===== src/rtl/amis_pkg.sv =====
package amis_pkg;

    localparam int REG_W = 8;

    // status register bit positions
    localparam int STS_BSY  = 7;
    localparam int STS_DRDY = 6;
    localparam int STS_DWF  = 5;
    localparam int STS_ERR  = 0;

    // command codes and sub-codes
    localparam logic [REG_W-1:0] CMD_RECAL     = 8'h10;
    localparam logic [REG_W-1:0] CMD_SETFEAT   = 8'hEF;
    localparam logic [REG_W-1:0] CMD_INITPARAM = 8'h91;
    localparam logic [REG_W-1:0] CMD_SETMULT   = 8'hC6;
    localparam logic [REG_W-1:0] SUB_XFERMODE  = 8'h03;
    localparam logic [REG_W-1:0] MODE_PIO_BASE  = 8'h08;
    localparam logic [REG_W-1:0] MODE_MDMA_BASE = 8'h20;
    localparam logic [REG_W-1:0] MODE_UDMA_BASE = 8'h40;
    localparam logic [REG_W-1:0] DEVHEAD_FIXED  = 8'hA0;

    typedef enum logic [3:0] {
        ST_IDLE        = 4'd0,
        ST_SELECT      = 4'd1,
        ST_SELECT_WAIT = 4'd2,
        ST_RECAL       = 4'd3,
        ST_RECAL_WAIT  = 4'd4,
        ST_PIO         = 4'd5,
        ST_PIO_WAIT    = 4'd6,
        ST_DMA         = 4'd7,
        ST_DMA_WAIT    = 4'd8,
        ST_GEOM        = 4'd9,
        ST_GEOM_WAIT   = 4'd10,
        ST_MULTI       = 4'd11,
        ST_MULTI_WAIT  = 4'd12,
        ST_FINISH      = 4'd13
    } seq_state_e;

    typedef enum logic [1:0] {
        RES_OK      = 2'd0,
        RES_TIMEOUT = 2'd1,
        RES_FAULT   = 2'd2,
        RES_ERROR   = 2'd3
    } seq_result_e;

endpackage


===== src/rtl/amis_wait_timer.sv =====
module amis_wait_timer #(
    parameter int WAIT_LIMIT = 200
) (
    input  logic clk,
    input  logic rst_n,
    input  logic load,
    input  logic run,
    output logic expired
);
    localparam int CNT_W = $clog2(WAIT_LIMIT + 1);

    logic [CNT_W-1:0] cnt_q;

    always_ff @(posedge clk) begin
        if (!rst_n) begin
            cnt_q <= '0;
        end else if (load) begin
            cnt_q <= CNT_W'(WAIT_LIMIT);
        end else if (run && cnt_q != '0) begin
            cnt_q <= cnt_q - CNT_W'(1);
        end
    end

    assign expired = (cnt_q == '0);

    // a freshly loaded window never reports expiry in its first wait cycle
    assert_reload_fresh_R10: assert property (@(posedge clk) disable iff (!rst_n)
        load |=> !expired);

endmodule


===== src/rtl/amis_step_select.sv =====
module amis_step_select
    import amis_pkg::*;
(
    input  seq_state_e cur_wait,
    input  logic       pio_ok,
    input  logic       dma_ok,
    input  logic       geom_ok,
    input  logic       multi_ok,
    output seq_state_e next_issue
);
    seq_state_e after_geom;
    seq_state_e after_dma;

    always_comb begin
        after_geom = multi_ok ? ST_MULTI : ST_FINISH;
        after_dma  = geom_ok  ? ST_GEOM  : after_geom;
    end

    always_comb begin
        unique case (cur_wait)
            ST_SELECT_WAIT: next_issue = ST_RECAL;
            ST_RECAL_WAIT:  next_issue = pio_ok ? ST_PIO : after_dma;
            ST_PIO_WAIT:    next_issue = dma_ok ? ST_DMA : after_dma;
            ST_DMA_WAIT:    next_issue = after_dma;
            ST_GEOM_WAIT:   next_issue = after_geom;
            default:        next_issue = ST_FINISH;
        endcase
    end

endmodule


===== src/rtl/amis_cmd_build.sv =====
module amis_cmd_build
    import amis_pkg::*;
#(
    parameter int CYL_W  = 16,
    parameter int MODE_W = 3,
    parameter int HEAD_W = 5
) (
    input  seq_state_e          state,
    input  logic                drv,
    input  logic                udma_en,
    input  logic [MODE_W-1:0]   pio_mode,
    input  logic [MODE_W-1:0]   udma_mode,
    input  logic [MODE_W-1:0]   mdma_mode,
    input  logic [CYL_W-1:0]    geo_cyl,
    input  logic [HEAD_W-1:0]   geo_heads,
    input  logic [REG_W-1:0]    geo_spt,
    input  logic [CYL_W-1:0]    precomp_cyl,
    input  logic                legacy_disk,
    input  logic [REG_W-1:0]    multi_cnt,
    output logic [REG_W-1:0]    cmd,
    output logic [REG_W-1:0]    feat,
    output logic [REG_W-1:0]    count,
    output logic [REG_W-1:0]    sect,
    output logic [CYL_W-1:0]    cyl,
    output logic [REG_W-1:0]    devhead
);
    logic [REG_W-1:0] dh_base;
    logic [3:0]       head_max;
    logic [REG_W-1:0] precomp_q;

    assign dh_base   = DEVHEAD_FIXED | {3'b000, drv, 4'b0000};
    assign head_max  = 4'(geo_heads - HEAD_W'(1));
    assign precomp_q = REG_W'(precomp_cyl >> 2);

    always_comb begin
        cmd     = '0;
        feat    = '0;
        count   = '0;
        sect    = '0;
        cyl     = '0;
        devhead = dh_base;
        unique case (state)
            ST_RECAL: cmd = CMD_RECAL;
            ST_PIO: begin
                cmd   = CMD_SETFEAT;
                feat  = SUB_XFERMODE;
                count = MODE_PIO_BASE | REG_W'(pio_mode);
            end
            ST_DMA: begin
                cmd   = CMD_SETFEAT;
                feat  = SUB_XFERMODE;
                count = udma_en ? (MODE_UDMA_BASE | REG_W'(udma_mode))
                                : (MODE_MDMA_BASE | REG_W'(mdma_mode));
            end
            ST_GEOM: begin
                cmd     = CMD_INITPARAM;
                feat    = legacy_disk ? precomp_q : '0;
                count   = geo_spt;
                cyl     = geo_cyl;
                devhead = dh_base | {4'b0000, head_max};
            end
            ST_MULTI: begin
                cmd   = CMD_SETMULT;
                count = multi_cnt;
            end
            default: ;
        endcase
    end

endmodule


===== src/rtl/ata_mode_init_seq.sv =====
module ata_mode_init_seq
    import amis_pkg::*;
#(
    parameter int CYL_W      = 16,
    parameter int MODE_W     = 3,
    parameter int HEAD_W     = 5,
    parameter int WAIT_LIMIT = 200
) (
    input  logic              clk,
    input  logic              rst_n,
    input  logic              start,
    input  logic              drive_sel,
    input  logic              ctl_mode_adjust,
    input  logic              drv_mode_known,
    input  logic              udma_en,
    input  logic              mdma_en,
    input  logic              lba_en,
    input  logic              legacy_disk,
    input  logic [MODE_W-1:0] pio_mode,
    input  logic [MODE_W-1:0] udma_mode,
    input  logic [MODE_W-1:0] mdma_mode,
    input  logic [CYL_W-1:0]  geo_cyl,
    input  logic [HEAD_W-1:0] geo_heads,
    input  logic [7:0]        geo_spt,
    input  logic [CYL_W-1:0]  precomp_cyl,
    input  logic [7:0]        multi_cnt,
    input  logic [7:0]        status_in,
    input  logic [7:0]        error_in,
    output logic              busy,
    output logic              done,
    output logic [1:0]        result,
    output logic [7:0]        err_code,
    output logic              tf_dh_wr,
    output logic              tf_cmd_wr,
    output logic [7:0]        tf_command,
    output logic [7:0]        tf_feature,
    output logic [7:0]        tf_count,
    output logic [7:0]        tf_sector,
    output logic [CYL_W-1:0]  tf_cyl,
    output logic [7:0]        tf_devhead
);
    seq_state_e  state_q, state_nx, step_nx;
    seq_result_e res_q;
    logic        drv_q;
    logic        dev_ready, dev_bad, in_wait, in_issue, tmr_expired;
    logic        unused_sts_bits;

    assign unused_sts_bits = ^status_in[4:1];
    assign dev_ready = status_in[STS_DRDY] && !status_in[STS_BSY];
    assign dev_bad   = status_in[STS_DWF] || status_in[STS_ERR];

    always_comb begin
        in_wait  = (state_q == ST_SELECT_WAIT) || (state_q == ST_RECAL_WAIT) ||
                   (state_q == ST_PIO_WAIT)    || (state_q == ST_DMA_WAIT)   ||
                   (state_q == ST_GEOM_WAIT)   || (state_q == ST_MULTI_WAIT);
        in_issue = (state_q == ST_RECAL) || (state_q == ST_PIO)  ||
                   (state_q == ST_DMA)   || (state_q == ST_GEOM) ||
                   (state_q == ST_MULTI);
    end

    amis_wait_timer #(.WAIT_LIMIT(WAIT_LIMIT)) u_timer (
        .clk     (clk),
        .rst_n   (rst_n),
        .load    (in_issue || state_q == ST_SELECT),
        .run     (in_wait),
        .expired (tmr_expired)
    );

    amis_step_select u_steps (
        .cur_wait   (state_q),
        .pio_ok     (ctl_mode_adjust && drv_mode_known),
        .dma_ok     (udma_en || mdma_en),
        .geom_ok    (!lba_en),
        .multi_ok   (multi_cnt != 8'd1),
        .next_issue (step_nx)
    );

    amis_cmd_build #(.CYL_W(CYL_W), .MODE_W(MODE_W), .HEAD_W(HEAD_W)) u_build (
        .state       (state_q),
        .drv         (drv_q),
        .udma_en     (udma_en),
        .pio_mode    (pio_mode),
        .udma_mode   (udma_mode),
        .mdma_mode   (mdma_mode),
        .geo_cyl     (geo_cyl),
        .geo_heads   (geo_heads),
        .geo_spt     (geo_spt),
        .precomp_cyl (precomp_cyl),
        .legacy_disk (legacy_disk),
        .multi_cnt   (multi_cnt),
        .cmd         (tf_command),
        .feat        (tf_feature),
        .count       (tf_count),
        .sect        (tf_sector),
        .cyl         (tf_cyl),
        .devhead     (tf_devhead)
    );

    // next-state decision
    always_comb begin
        state_nx = state_q;
        unique case (state_q)
            ST_IDLE:        if (start) state_nx = ST_SELECT;
            ST_SELECT:      state_nx = ST_SELECT_WAIT;
            ST_SELECT_WAIT: begin
                if (dev_ready)        state_nx = ST_RECAL;
                else if (tmr_expired) state_nx = ST_FINISH;
            end
            ST_RECAL:       state_nx = ST_RECAL_WAIT;
            ST_PIO:         state_nx = ST_PIO_WAIT;
            ST_DMA:         state_nx = ST_DMA_WAIT;
            ST_GEOM:        state_nx = ST_GEOM_WAIT;
            ST_MULTI:       state_nx = ST_MULTI_WAIT;
            ST_RECAL_WAIT, ST_PIO_WAIT, ST_DMA_WAIT, ST_GEOM_WAIT, ST_MULTI_WAIT: begin
                if (dev_ready)        state_nx = dev_bad ? ST_FINISH : step_nx;
                else if (tmr_expired) state_nx = ST_FINISH;
            end
            ST_FINISH:      state_nx = ST_IDLE;
            default:        state_nx = ST_IDLE;
        endcase
    end

    // state register
    always_ff @(posedge clk) begin
        if (!rst_n) state_q <= ST_IDLE;
        else        state_q <= state_nx;
    end

    // run context and outcome capture
    always_ff @(posedge clk) begin
        if (!rst_n) begin
            res_q    <= RES_OK;
            err_code <= '0;
            drv_q    <= 1'b0;
        end else if (state_q == ST_IDLE && start) begin
            res_q    <= RES_OK;
            err_code <= '0;
            drv_q    <= drive_sel;
        end else if (in_wait && dev_ready && dev_bad && state_q != ST_SELECT_WAIT) begin
            if (status_in[STS_DWF]) begin
                res_q <= RES_FAULT;
            end else begin
                res_q    <= RES_ERROR;
                err_code <= error_in;
            end
        end else if (in_wait && !dev_ready && tmr_expired) begin
            res_q <= RES_TIMEOUT;
        end
    end

    // outputs decoded from the state
    always_comb begin
        busy      = (state_q != ST_IDLE);
        done      = (state_q == ST_FINISH);
        tf_dh_wr  = (state_q == ST_SELECT);
        tf_cmd_wr = in_issue;
        result    = res_q;
    end

    assert_select_then_wait_R1: assert property (@(posedge clk) disable iff (!rst_n)
        tf_dh_wr |=> (busy && !tf_cmd_wr && !tf_dh_wr));

    assert_cmd_after_ready_R8: assert property (@(posedge clk) disable iff (!rst_n)
        tf_cmd_wr |-> $past(status_in[STS_DRDY] && !status_in[STS_BSY]));

    assert_done_single_R11: assert property (@(posedge clk) disable iff (!rst_n)
        done |=> (!done && !busy));

    assert_timeout_not_ready_R10: assert property (@(posedge clk) disable iff (!rst_n)
        (done && result == RES_TIMEOUT) |-> $past(!(status_in[STS_DRDY] && !status_in[STS_BSY])));

    assert_fault_has_dwf_R9: assert property (@(posedge clk) disable iff (!rst_n)
        (done && result == RES_FAULT) |-> $past(status_in[STS_DWF]));

    assert_error_code_R9: assert property (@(posedge clk) disable iff (!rst_n)
        (done && result == RES_ERROR) |-> (err_code == $past(error_in) && $past(status_in[STS_ERR])));

endmodule


===== config.mk =====
export PLATFORM = sky130hd
export DESIGN_NAME = ata_mode_init_seq
export DESIGN_NICKNAME = d
export VERILOG_FILES = /design/src/rtl/amis_pkg.sv /design/src/rtl/amis_wait_timer.sv /design/src/rtl/amis_step_select.sv /design/src/rtl/amis_cmd_build.sv /design/src/rtl/ata_mode_init_seq.sv
export SDC_FILE = /design/constraint.sdc
export NUM_CORES = 1
export LEC_CHECK = 0
export ABC_AREA = 0
export BUFFER_PORTS_ARGS = -buffer_cell sky130_fd_sc_hd__buf_4
export CAP_MARGIN = 20
export CORE_AREA = 2 2 77 79
export CTS_BUF_LIST = sky130_fd_sc_hd__clkbuf_2
export DETAILED_ROUTE_END_ITERATION = 16
export DIE_AREA = 0 0 79 81
export PLACE_DENSITY = 0.79
export SKIP_CTS_REPAIR_TIMING = 1
export SYNTH_ARGS = -nofsm -noshare
export SYNTH_HDL_FRONTEND = slang
export SYNTH_HIERARCHICAL = 1
export SYNTH_SLANG_ARGS = --single-unit

===== constraint.sdc =====
create_clock -name clk -period 2.05 [get_ports clk]
set_input_delay 0.41 -clock clk [delete_from_list [all_inputs] [get_ports clk]]
set_output_delay 0.41 -clock clk [all_outputs]
set_load 0.03 [all_outputs]

==> key figures, run 1 <==
Layout
  – Layout fillers: 451
  – Synth-to-layout area growth: 76.5%
  – Share of post-route cells with drive strength above 1: 51.4%
  – Sequential cell area: 475 µm²
  – Final Net Count: 516
  – Antenna cells: 0
  – Multi-input gate area: 1580 µm²

Critical path
  – R2R depth: 6
  – Critical path's slowest cell: dfxtp_4
  – Data arrival time of the worst path: 1.66 ns
  – Critical-path maximum fanout: 10
  – Reg-to-reg endpoint: u_timer/cnt_q[3]
  – Most frequent CP cell: buf_6
  – Reg2reg start: state_q[2]
  – Setup crit end kind: output pin
  – Startpoint type of the worst setup path: flop
  – R2R setup slack: 0.06 ns
  – Crit path required time: 1.64 ns
  – Slowest Stage Delay on Critical Path: 0.40 ns
  – Crit-path cells: buf_6 -> buf_12 -> mux2i_1 -> o2bb2ai_4 -> buf_6
  – CP Class: flop to output pin

Placed design
  – RePlAce Congestion: 0.905
  – PortBufs: 133
  – Hpwl dp: 5.63 mm
  – Pre-CTS WS: -0.194 ns

Floorplan
  – I/O pin cnt: 158
  – Initial core utilization: 36.6%
  – Die Span X: 79 µm
  – Area of the core: 5680 µm²
  – Die ar.: 6400 µm²
  – Row Count: 28
  – Die height: 81 µm

Synthesis
  – Synthesized flop and latch total: 23
  – Post-synth top area cell: dfxtp_1
  – Sequential area share after synthesis: 22.2%
  – EDFF count, synth: 0
  – Avg Inst Size Synth: 7.86 µm²
  – Synth Flop Type: dfxtp_1
  – Top cells by area, synth: dfxtp_1 22%, mux2i_1 9.7%, and3_1 6.9%, buf_4 6.2%, nor2_1 4.9%
  – Synthesis Warnings: 6
  – Ys async rst share: 0%
  – Unique masters post-synth: 60
  – Yosys top cell area share: 22.2%
  – Synth Instances: 264
  – Synthesized area: 2070 µm²

STA
  – Tightest Pin Transition: 0.484 ns
  – Hold violation total from the final report: 0
  – Unrepaired setup endpoints after global routing: yes
  – Min Tclk post-route: 2.07 ns
  – Max-slew headroom: 67.2%
  – FMAX: 483 MHz
  – Max Clock Skew: 0.00179 ns
  – Final worst-path cycle share: 101%
  – Final WS setup: -0.0223 ns
  – Slew Limit Fails: 0
  – Endpoints failing setup: 2

Clocking
  – CTS tree: done
  – CTS sink count: 23
  – H-tree levels: 1
  – CTS Buf Count: 3
  – Clock transition at path regs: 0.22 ns
  – CTS root buf: clkbuf_2
  – Worst-Skew Late Latency: 0.33 ns
  – Clk buf depth: 2

Min path
  – Hold Crit Class: input port to flop
  – Hold Path Cell Cnt: 2
  – HP Start: status_in[5]
  – End of the worst hold path: result[0]

Drt
  – Initial DRC Count: 117
  – Post-route ant nets: 0
  – WL final: 7.90 mm
  – # DRC: 0
  – DRT Pass-1 Iters: 5
  – Drt via density: 5.19
  – DR WL/cell: 15.8 µm
  – Vias post-DR: 2,588

Outcome
  – Violated checks: negative setup slack
  – Status: finished with violations

Power
  – Maximum VDD drop: 0.612 mV
  – Final Total Pwr: 0.00196 W
  – PD cells: 535 nW/µm²
  – Lkg Pwr: 1.71 nW

Job
  – Max cap viols: 0

GRT
  – Total track usage: 19.9%
  – Largest net degree at the start of global routing: 23
  – Grt total ovfl: 0
  – Vias in the first global route: 2,235
  – Initial antenna violation count: 0
  – First-pass GRT wire length: 10.3 mm
critical path: cells and delay by family, from the launching register on:
kind                   cells  cell delay (ns)
buffers and inverters      3             0.44
DFF                        1             0.40
muxes                      1             0.38
AOI/OAI and AO/OA          1             0.11
Yosys cell counts, drive strengths merged, types with 5 or more instances:
master and number:
buf 25, mux2i 20, inv 11, nand2b 6
nor3 6, and3 23, nor2b 7, nand2 17
o21ai 11, a21oi 10, nor4 5, a211o 5
dfxtp 23, nor2 27
layout make-up:
cell class	count	area share, %
clock buffers	3	0.410
clock inverters	1	0.137
inverters	11	1.23
multi-input cells	212	43.2
flip-flops and latches	23	13.0
well taps	75	2.56
repair buffers	174	39.5
layer usage:
metal / global-route usage, % / vias to the layer above / share of wire (%)
li1: - / 1251 / -
met5: 0 / - / 0
met3: 3.22 / 14 / 7.9
met1: 23.0 / 1209 / 39
met4: 4.48 / 0 / 2.6
met2: 38.6 / 114 / 51
state kept, by name (all words and copies together), names as in the netlist:
signal	cells
drv_q	1
state_q	4
result	2
u_timer/cnt_q	8
err_code	8
cells by family after synthesis:
group	count (synthesis)	share of synthesized area (%)
and+or+nand+nor	114	31.6
other	3	0.543
AOI/OAI and AO/OA	57	20.4
DFF	23	22.2
adders and majority gates	3	1.81
muxes	21	10.2
buffers and inverters	39	11.5
xor gates and xnor gates	4	1.69
stage by stage:
| step | instance area, µm² | hold WS (ns) | utilization [%] | std cells | TNS, ns |
|---|---|---|---|---|---|
| 2_1_floorplan | 2110 | 0.459 | - | 273 | -0.0555 |
| 3_3_place_gp | 3210 | 0.472 | 56.6 | 479 | -0.136 |
| 3_5_place_dp | 3210 | 0.484 | 56.6 | 479 | -0.194 |
| 4_1_cts | 3230 | 0.224 | 57.0 | 483 | -5.02 |
| 5_1_grt | 3660 | 0.223 | 64.5 | 499 | -1.25 |
| 6_report | 3660 | 0.253 | 64.5 | 499 | -0.0252 |
placed cells by master (no fill, tap or decap), types with 7 or more instances in the layout:
| master | instances |
|---|---|
| a21oi_1 | 7 |
| and3_1 | 17 |
| buf_4 | 144 |
| buf_6 | 27 |
| conb_1 | 12 |
| dfxtp_1 | 19 |
| inv_1 | 9 |
| mux2i_1 | 20 |
| nand2_1 | 16 |
| nor2_1 | 23 |
| nor2b_1 | 7 |
where the power goes:
part	internal (W)	switching (W)	total (W)
Combinational	0.000582	0.000630	0.00121
Clock	0.0000442	0.000142	0.000186
Sequential	0.000500	0.0000596	0.000560
how the worst max path moves through the flow:
stage / end / slack [ns] / cells past startpoint / startpoint
finish: tf_count[1] / -0.02 / 5 / state_q[1]
global route: tf_count[1] / -0.09 / 5 / state_q[1]
CTS: tf_count[5] / -0.25 / 4 / state_q[2]
detailed placement: state_q[1] / -0.19 / 10 / multi_cnt[1]
global placement: state_q[1] / -0.14 / 10 / multi_cnt[1]
floorplan: tf_command[2] / -0.03 / 4 / state_q[3]
(Power assumes the default switching activity.)
==> inputs of run 2 (changes only) <==
- CORE_AREA: 2 2 77 79 -> 2 2 70 72
- DIE_AREA: 0 0 79 81 -> 0 0 72 74
- PLACE_DENSITY: 0.79 -> 0.87
- SYNTH_HIERARCHICAL: 1 -> not set
- clock period: 2.05 -> 2.65 ns (I/O delays scaled with it)
==> run 2 against run 1 <==
  * Design area is 19% lower
  * Via count is 10% lower
  * Setup slack better by 0.20 ns
  * Critical path depth is 2 higher
  * The run now ends clean
  * Clock skew is 0.0036 ns higher
  * Register-to-register slack better by 0.63 ns
  * First-iteration DRC count is 26% higher
  * Non-clock buffer count is 31 lower
  * Critical path type unchanged
  * Largest cell class unchanged
  * Count of clock-buffer cells in the layout is 1 higher
  * Sequential share of layout area is 2.5 points higher
  * Power is 4.2% lower
==> key figures, run 2 <==
GRT
  – First-pass GRT wire length: 9.72 mm
  – Vias in the first global route: 2,136
  – Grt total ovfl: 0
  – Largest net degree at the start of global routing: 23
  – Total track usage: 22.4%
  – Initial antenna violation count: 0

Synthesis
  – Commonest cells post-synth: 36 x nor2_1, 23 x dfxtp_1, 17 x buf_4
  – Synthesized flop and latch total: 23
  – Unique masters post-synth: 47
  – Synth Instances: 255
  – Sequential area share after synthesis: 23.5%
  – Synthesized area: 1960 µm²
  – Count leader, synth: nor2_1
  – Top cells by area, synth: dfxtp_1 24%, nor2_1 6.9%, buf_4 6.5%, mux2i_1 6.1%, and2_1 5.1%
  – Ys async rst share: 0%
  – EDFF count, synth: 0
  – Avg Inst Size Synth: 7.67 µm²
  – Synth Flop Type: dfxtp_1
  – Yosys top cell area share: 23.5%
  – Synthesis Warnings: 0
  – Post-synth top area cell: dfxtp_1

STA
  – Hold violation total from the final report: 0
  – Max-slew headroom: 63.3%
  – Setup TNS: 0 ns
  – FMAX: 405 MHz
  – Min Tclk post-route: 2.47 ns
  – Slew Limit Fails: 0
  – Endpoints failing setup: 0
  – Final worst-path cycle share: 93.2%
  – Max Clock Skew: 0.00536 ns
  – Tightest Pin Transition: 0.546 ns

Critical path
  – Worst setup endpoint: tf_count[1]
  – R2R setup slack: 0.69 ns
  – Setup crit end kind: output pin
  – CP startpoint: state_q[2]
  – Startpoint type of the worst setup path: flop
  – Reg2reg start: state_q[2]
  – Critical-path maximum fanout: 18
  – R2R depth: 6
  – Crit path required time: 2.12 ns
  – Reg-to-reg endpoint: u_timer.cnt_q[7]
  – Data arrival time of the worst path: 1.94 ns
  – CP Class: flop to output pin

Floorplan
  – Die ar.: 5330 µm²
  – Die height: 74 µm
  – Area of the core: 4600 µm²
  – Die Span X: 72 µm
  – Row Count: 25
  – Initial core utilization: 42.6%
  – I/O pin cnt: 158

Min path
  – Hold Crit Class: input port to flop

Drt
  – Initial DRC Count: 147
  – WL final: 6.39 mm
  – Vias post-DR: 2,317
  – Drt via density: 5.35
  – Post-route ant nets: 0
  – DRT Pass-1 Iters: 4
  – DR WL/cell: 14.8 µm
  – # DRC: 0

Clocking
  – CTS root buf: clkbuf_2
  – Worst-Skew Late Latency: 0.32 ns
  – CTS tree: done
  – CTS Buf Count: 3
  – H-tree levels: 1
  – Clk buf depth: 2
  – Clock transition at path regs: 0.20 ns
  – CTS sink count: 23

Placed design
  – RePlAce Congestion: 0.962
  – Placed Instance Area: 2920 µm²
  – PortBufs: 133
  – Hpwl dp: 5.16 mm

Power
  – Maximum VDD drop: 0.475 mV
  – Final Total Pwr: 0.00188 W
  – PD cells: 632 nW/µm²
  – Lkg Pwr: 1.45 nW

Layout
  – Commonest non-fill, non-tap cells in the layout: 143 x buf_4, 35 x nor2_1, 23 x dfxtp_1, 16 x and2_1, 15 x nand2_1
  – Antenna cells: 0
  – Top flop regs: err_code (8), u_timer.cnt_q (8), state_q (4)
  – Final Net Count: 470
  – Synth-to-layout area growth: 51.6%
  – Most common cell after layout, fill and taps aside: buf_4
  – Layout Utilization: 64.5%
  – Share of post-route cells with drive strength above 1: 41.4%
  – Final Cell Area: 2970 µm²

Outcome
  – Status: complete, no violations

Job
  – Max cap viols: 0
==> run 2: cell types whose count changed after synthesis, moves of 4 or more <==
| cell | change |
|---|---|
| a211o_1 | -4 |
| a21oi_1 | -4 |
| a221o_1 | +6 |
| and2_1 | +13 |
| and3_1 | -15 |
| clkbuf_1 | +5 |
| mux2i_1 | -8 |
| nand3_1 | +8 |
| nand3b_1 | -4 |
| nor2_1 | +9 |
| xnor2_1 | +6 |
==> run 2: per-layer routing <==
| metal | share of wire (%) | wire (µm) | vias up | GRT usage, % |
|---|---|---|---|---|
| li1 | - | - | 1132 | - |
| met1 | 38 | 2430 | 1071 | 26.6 |
| met2 | 51 | 3230 | 104 | 40.6 |
| met3 | 8.8 | 560 | 10 | 4.61 |
| met4 | 2.6 | 165 | 0 | 7.34 |
| met5 | 0 | 0 | - | 0 |
==> run 2: worst min-delay path by stage <==
| stage | startpoint | to | slack (ns) | cells after the start |
|---|---|---|---|---|
| 3_3_place_gp | err_code[6] | err_code[6] | 0.47 | 2 |
| 6_report | status_in[5] | result[0] | 0.41 | 2 |
| 3_5_place_dp | result[1] | result[1] | 0.48 | 1 |
| 2_1_floorplan | u_timer.cnt_q[5] | u_timer.cnt_q[5] | 0.48 | 2 |
| 5_1_grt | status_in[5] | result[0] | 0.38 | 2 |
| 4_1_cts | status_in[5] | result[0] | 0.40 | 2 |
==> run 2: cell type report <==
type                    count  area (µm²)
fillers                   400        1630
multi-input cells         201        1320
repair buffers            143        1070
flip-flops and latches     23         460
well taps                  54        67.6
inverters                   8        30.0
clock buffers               4        20.0
==> run 2: power by group <==
group | internal [W] | switching, W
Sequential | 0.000416 | 0.0000797
Combinational | 0.000504 | 0.000734
Clock | 0.0000399 | 0.000101
Total | 0.000960 | 0.000915
==> run 2: cell families after synthesis <==
group                      count (synthesis)  share of synthesized area (%)
AOI/OAI and AO/OA                         47                           19.4
xor gates and xnor gates                   9                           4.03
adders and majority gates                  2                           1.28
buffers and inverters                     40                           12.0
DFF                                       23                           23.5
muxes                                     12                           6.14
other                                      2                          0.384
and+or+nand+nor                          120                           33.2
==> run 2: through the flow <==
stage,cells,hold WS [ns],worst slack [ns]
after floorplan,264,0.478,0.363
final,433,0.413,0.181
after global routing,433,0.384,-0.00616
after global placement,426,0.475,0.275
after CTS,430,0.397,-0.168
after detailed placement,426,0.482,0.264
==> run 2: worst max-delay path, cell delays in order (launching register included) <==
cell and delay, ns:
dfxtp_1 0.45, buf_4 0.25, nand2b_1 0.21, nor2_2 0.11, nand2_1 0.08, o21ai_0 0.07
a221o_1 0.28, buf_4 0.17
==> inputs of run 3 (changes only) <==
- RECOVER_POWER: not set -> 50
==> run 3 against run 2 <==
  * Clock power about the same
  * Critical path depth unchanged
  * Largest cell class unchanged
  * Sequential cell count unchanged
  * Combinational power down 3%
  * Count of clock-buffer cells in the layout unchanged
  * Sequential share of layout area up 0.32 points
  * Die area unchanged
==> key figures, run 3 (synthesis gave the netlist of run 2 again) <==
Critical path
  – R2R setup slack: 0.45 ns
  – Crit path required time: 2.12 ns
  – Reg-to-reg endpoint: state_q[3]
  – Reg2reg start: u_timer.cnt_q[3]
  – Critical-path maximum fanout: 18
  – Data arrival time of the worst path: 1.94 ns
  – Startpoint type of the worst setup path: flop
  – CP Class: flop to output pin
  – Setup crit end kind: output pin
  – R2R depth: 5

GRT
  – Initial antenna violation count: 0
  – Largest net degree at the start of global routing: 23
  – Grt total ovfl: 0
  – First-pass GRT wire length: 9.72 mm
  – Met1 global-route usage: 26.6%
  – Vias in the first global route: 2,136
  – GR Util met2: 40.6%
  – Total track usage: 22.4%
  – Met3 Resource Use GR: 4.61%
  – GR peak layer: met2

Layout
  – Antenna cells: 0
  – Most common cell after layout, fill and taps aside: buf_4
  – Layout fillers: 412
  – Synth-to-layout area growth: 48.5%
  – Layout Utilization: 63.2%
  – Final Net Count: 470
  – Share of post-route cells with drive strength above 1: 38.3%
  – Multi-input gate area: 1300 µm²
  – Top flop regs: err_code (8), u_timer.cnt_q (8), state_q (4)
  – Commonest non-fill, non-tap cells in the layout: 132 x buf_4, 35 x nor2_1, 23 x dfxtp_1, 16 x and2_1, 15 x nand2_1
  – Sequential cell area: 460 µm²

Floorplan
  – Row Count: 25
  – I/O pin cnt: 158
  – Die height: 74 µm
  – Die Span X: 72 µm
  – Die ar.: 5330 µm²
  – Area of the core: 4600 µm²
  – Initial core utilization: 42.6%

Min path
  – End of the worst hold path: result[0]
  – HP Start: status_in[5]
  – Hold Crit Class: input port to flop
  – Hold Path Cell Cnt: 2

Clocking
  – CTS Buf Count: 3
  – Clk buf depth: 2
  – Clock transition at path regs: 0.21 ns
  – Worst-Skew Late Latency: 0.32 ns
  – CTS sink count: 23
  – CTS tree: done
  – H-tree levels: 1
  – CTS root buf: clkbuf_2

Drt
  – DR WL/cell: 14.8 µm
  – WL final: 6.39 mm
  – # DRC: 0
  – DRT Pass-1 Iters: 4
  – Vias post-DR: 2,304
  – Post-route ant nets: 0
  – Initial DRC Count: 115
  – Drt via density: 5.32

Power
  – PD cells: 630 nW/µm²
  – Final Total Pwr: 0.00183 W
  – Maximum VDD drop: 0.474 mV
  – Lkg Pwr: 1.40 nW

STA
  – Final worst-path cycle share: 93.2%
  – Max Clock Skew: 0.00264 ns
  – FMAX: 405 MHz
  – Tightest Pin Transition: 0.865 ns
  – Max-slew headroom: 41.6%
  – Endpoints failing setup: 0
  – Min Tclk post-route: 2.47 ns
  – Hold violation total from the final report: 0
  – Slew Limit Fails: 0

Placed design
  – RePlAce Congestion: 0.962
  – Hpwl dp: 5.16 mm
  – PortBufs: 133

Job
  – Max cap viols: 0

Outcome
  – Status: complete, no violations
run 3: cell count changes in the layout (fill, tap and decap cells not counted):
cell / delta
o41ai_4: -1
buf_4: -11
o41ai_1: +1
clkbuf_1: +11
run 3: per-layer routing:
metal / up-vias / share of wire (%)
met5: - / 0
met4: 0 / 2.6
met3: 10 / 8.7
met2: 106 / 51
met1: 1059 / 38
li1: 1129 / -
run 3: report_power, final:
part | leakage, nW | internal [W] | total (W) | switching (W)
sequential | 0.187 | 0.000416 | 0.000489 | 0.0000726
combinational | 1.20 | 0.000479 | 0.00120 | 0.000721
clock | 0.0166 | 0.0000399 | 0.000141 | 0.000101
run 3: critical path: stages, from the launching register on:
cell and delay [ns]:
dfxtp_1 0.45, buf_4 0.25, nand2b_1 0.21, nor2_2 0.11, nand2_1 0.08, o21ai_0 0.07, a221o_1 0.28, buf_4 0.17
run 3: how the worst max path moves through the flow:
stage	start	end	slack (ns)	cells after the start
floorplan	state_q[0]	tf_command[2]	0.36	4
global placement	state_q[0]	tf_feature[4]	0.27	5
detailed placement	state_q[0]	tf_feature[4]	0.26	5
CTS	state_q[0]	tf_feature[4]	-0.17	5
global route	state_q[2]	tf_command[6]	-0.006	5
finish	state_q[2]	tf_count[1]	0.18	7
run 3: final cells by class:
cell class	instances	area share, %
Multi-Input combinational cell	201	44.6
Timing Repair Buffer	143	35.5
Clock buffer	4	0.689
Tap cell	54	2.32
Sequential cell	23	15.8
Inverter	8	1.03
run 3: per-stage QoR:
stage	hold WS [ns]	setup TNS, ns	instances	setup WS, ns	cell area [µm²]
2_1_floorplan	0.478	0	264	0.363	1990
3_3_place_gp	0.475	0	426	0.275	2920
3_5_place_dp	0.482	0	426	0.264	2920
4_1_cts	0.397	-1.27	430	-0.168	2940
5_1_grt	0.384	-0.00857	433	-0.00616	2910
6_report	0.413	0	433	0.181	2910
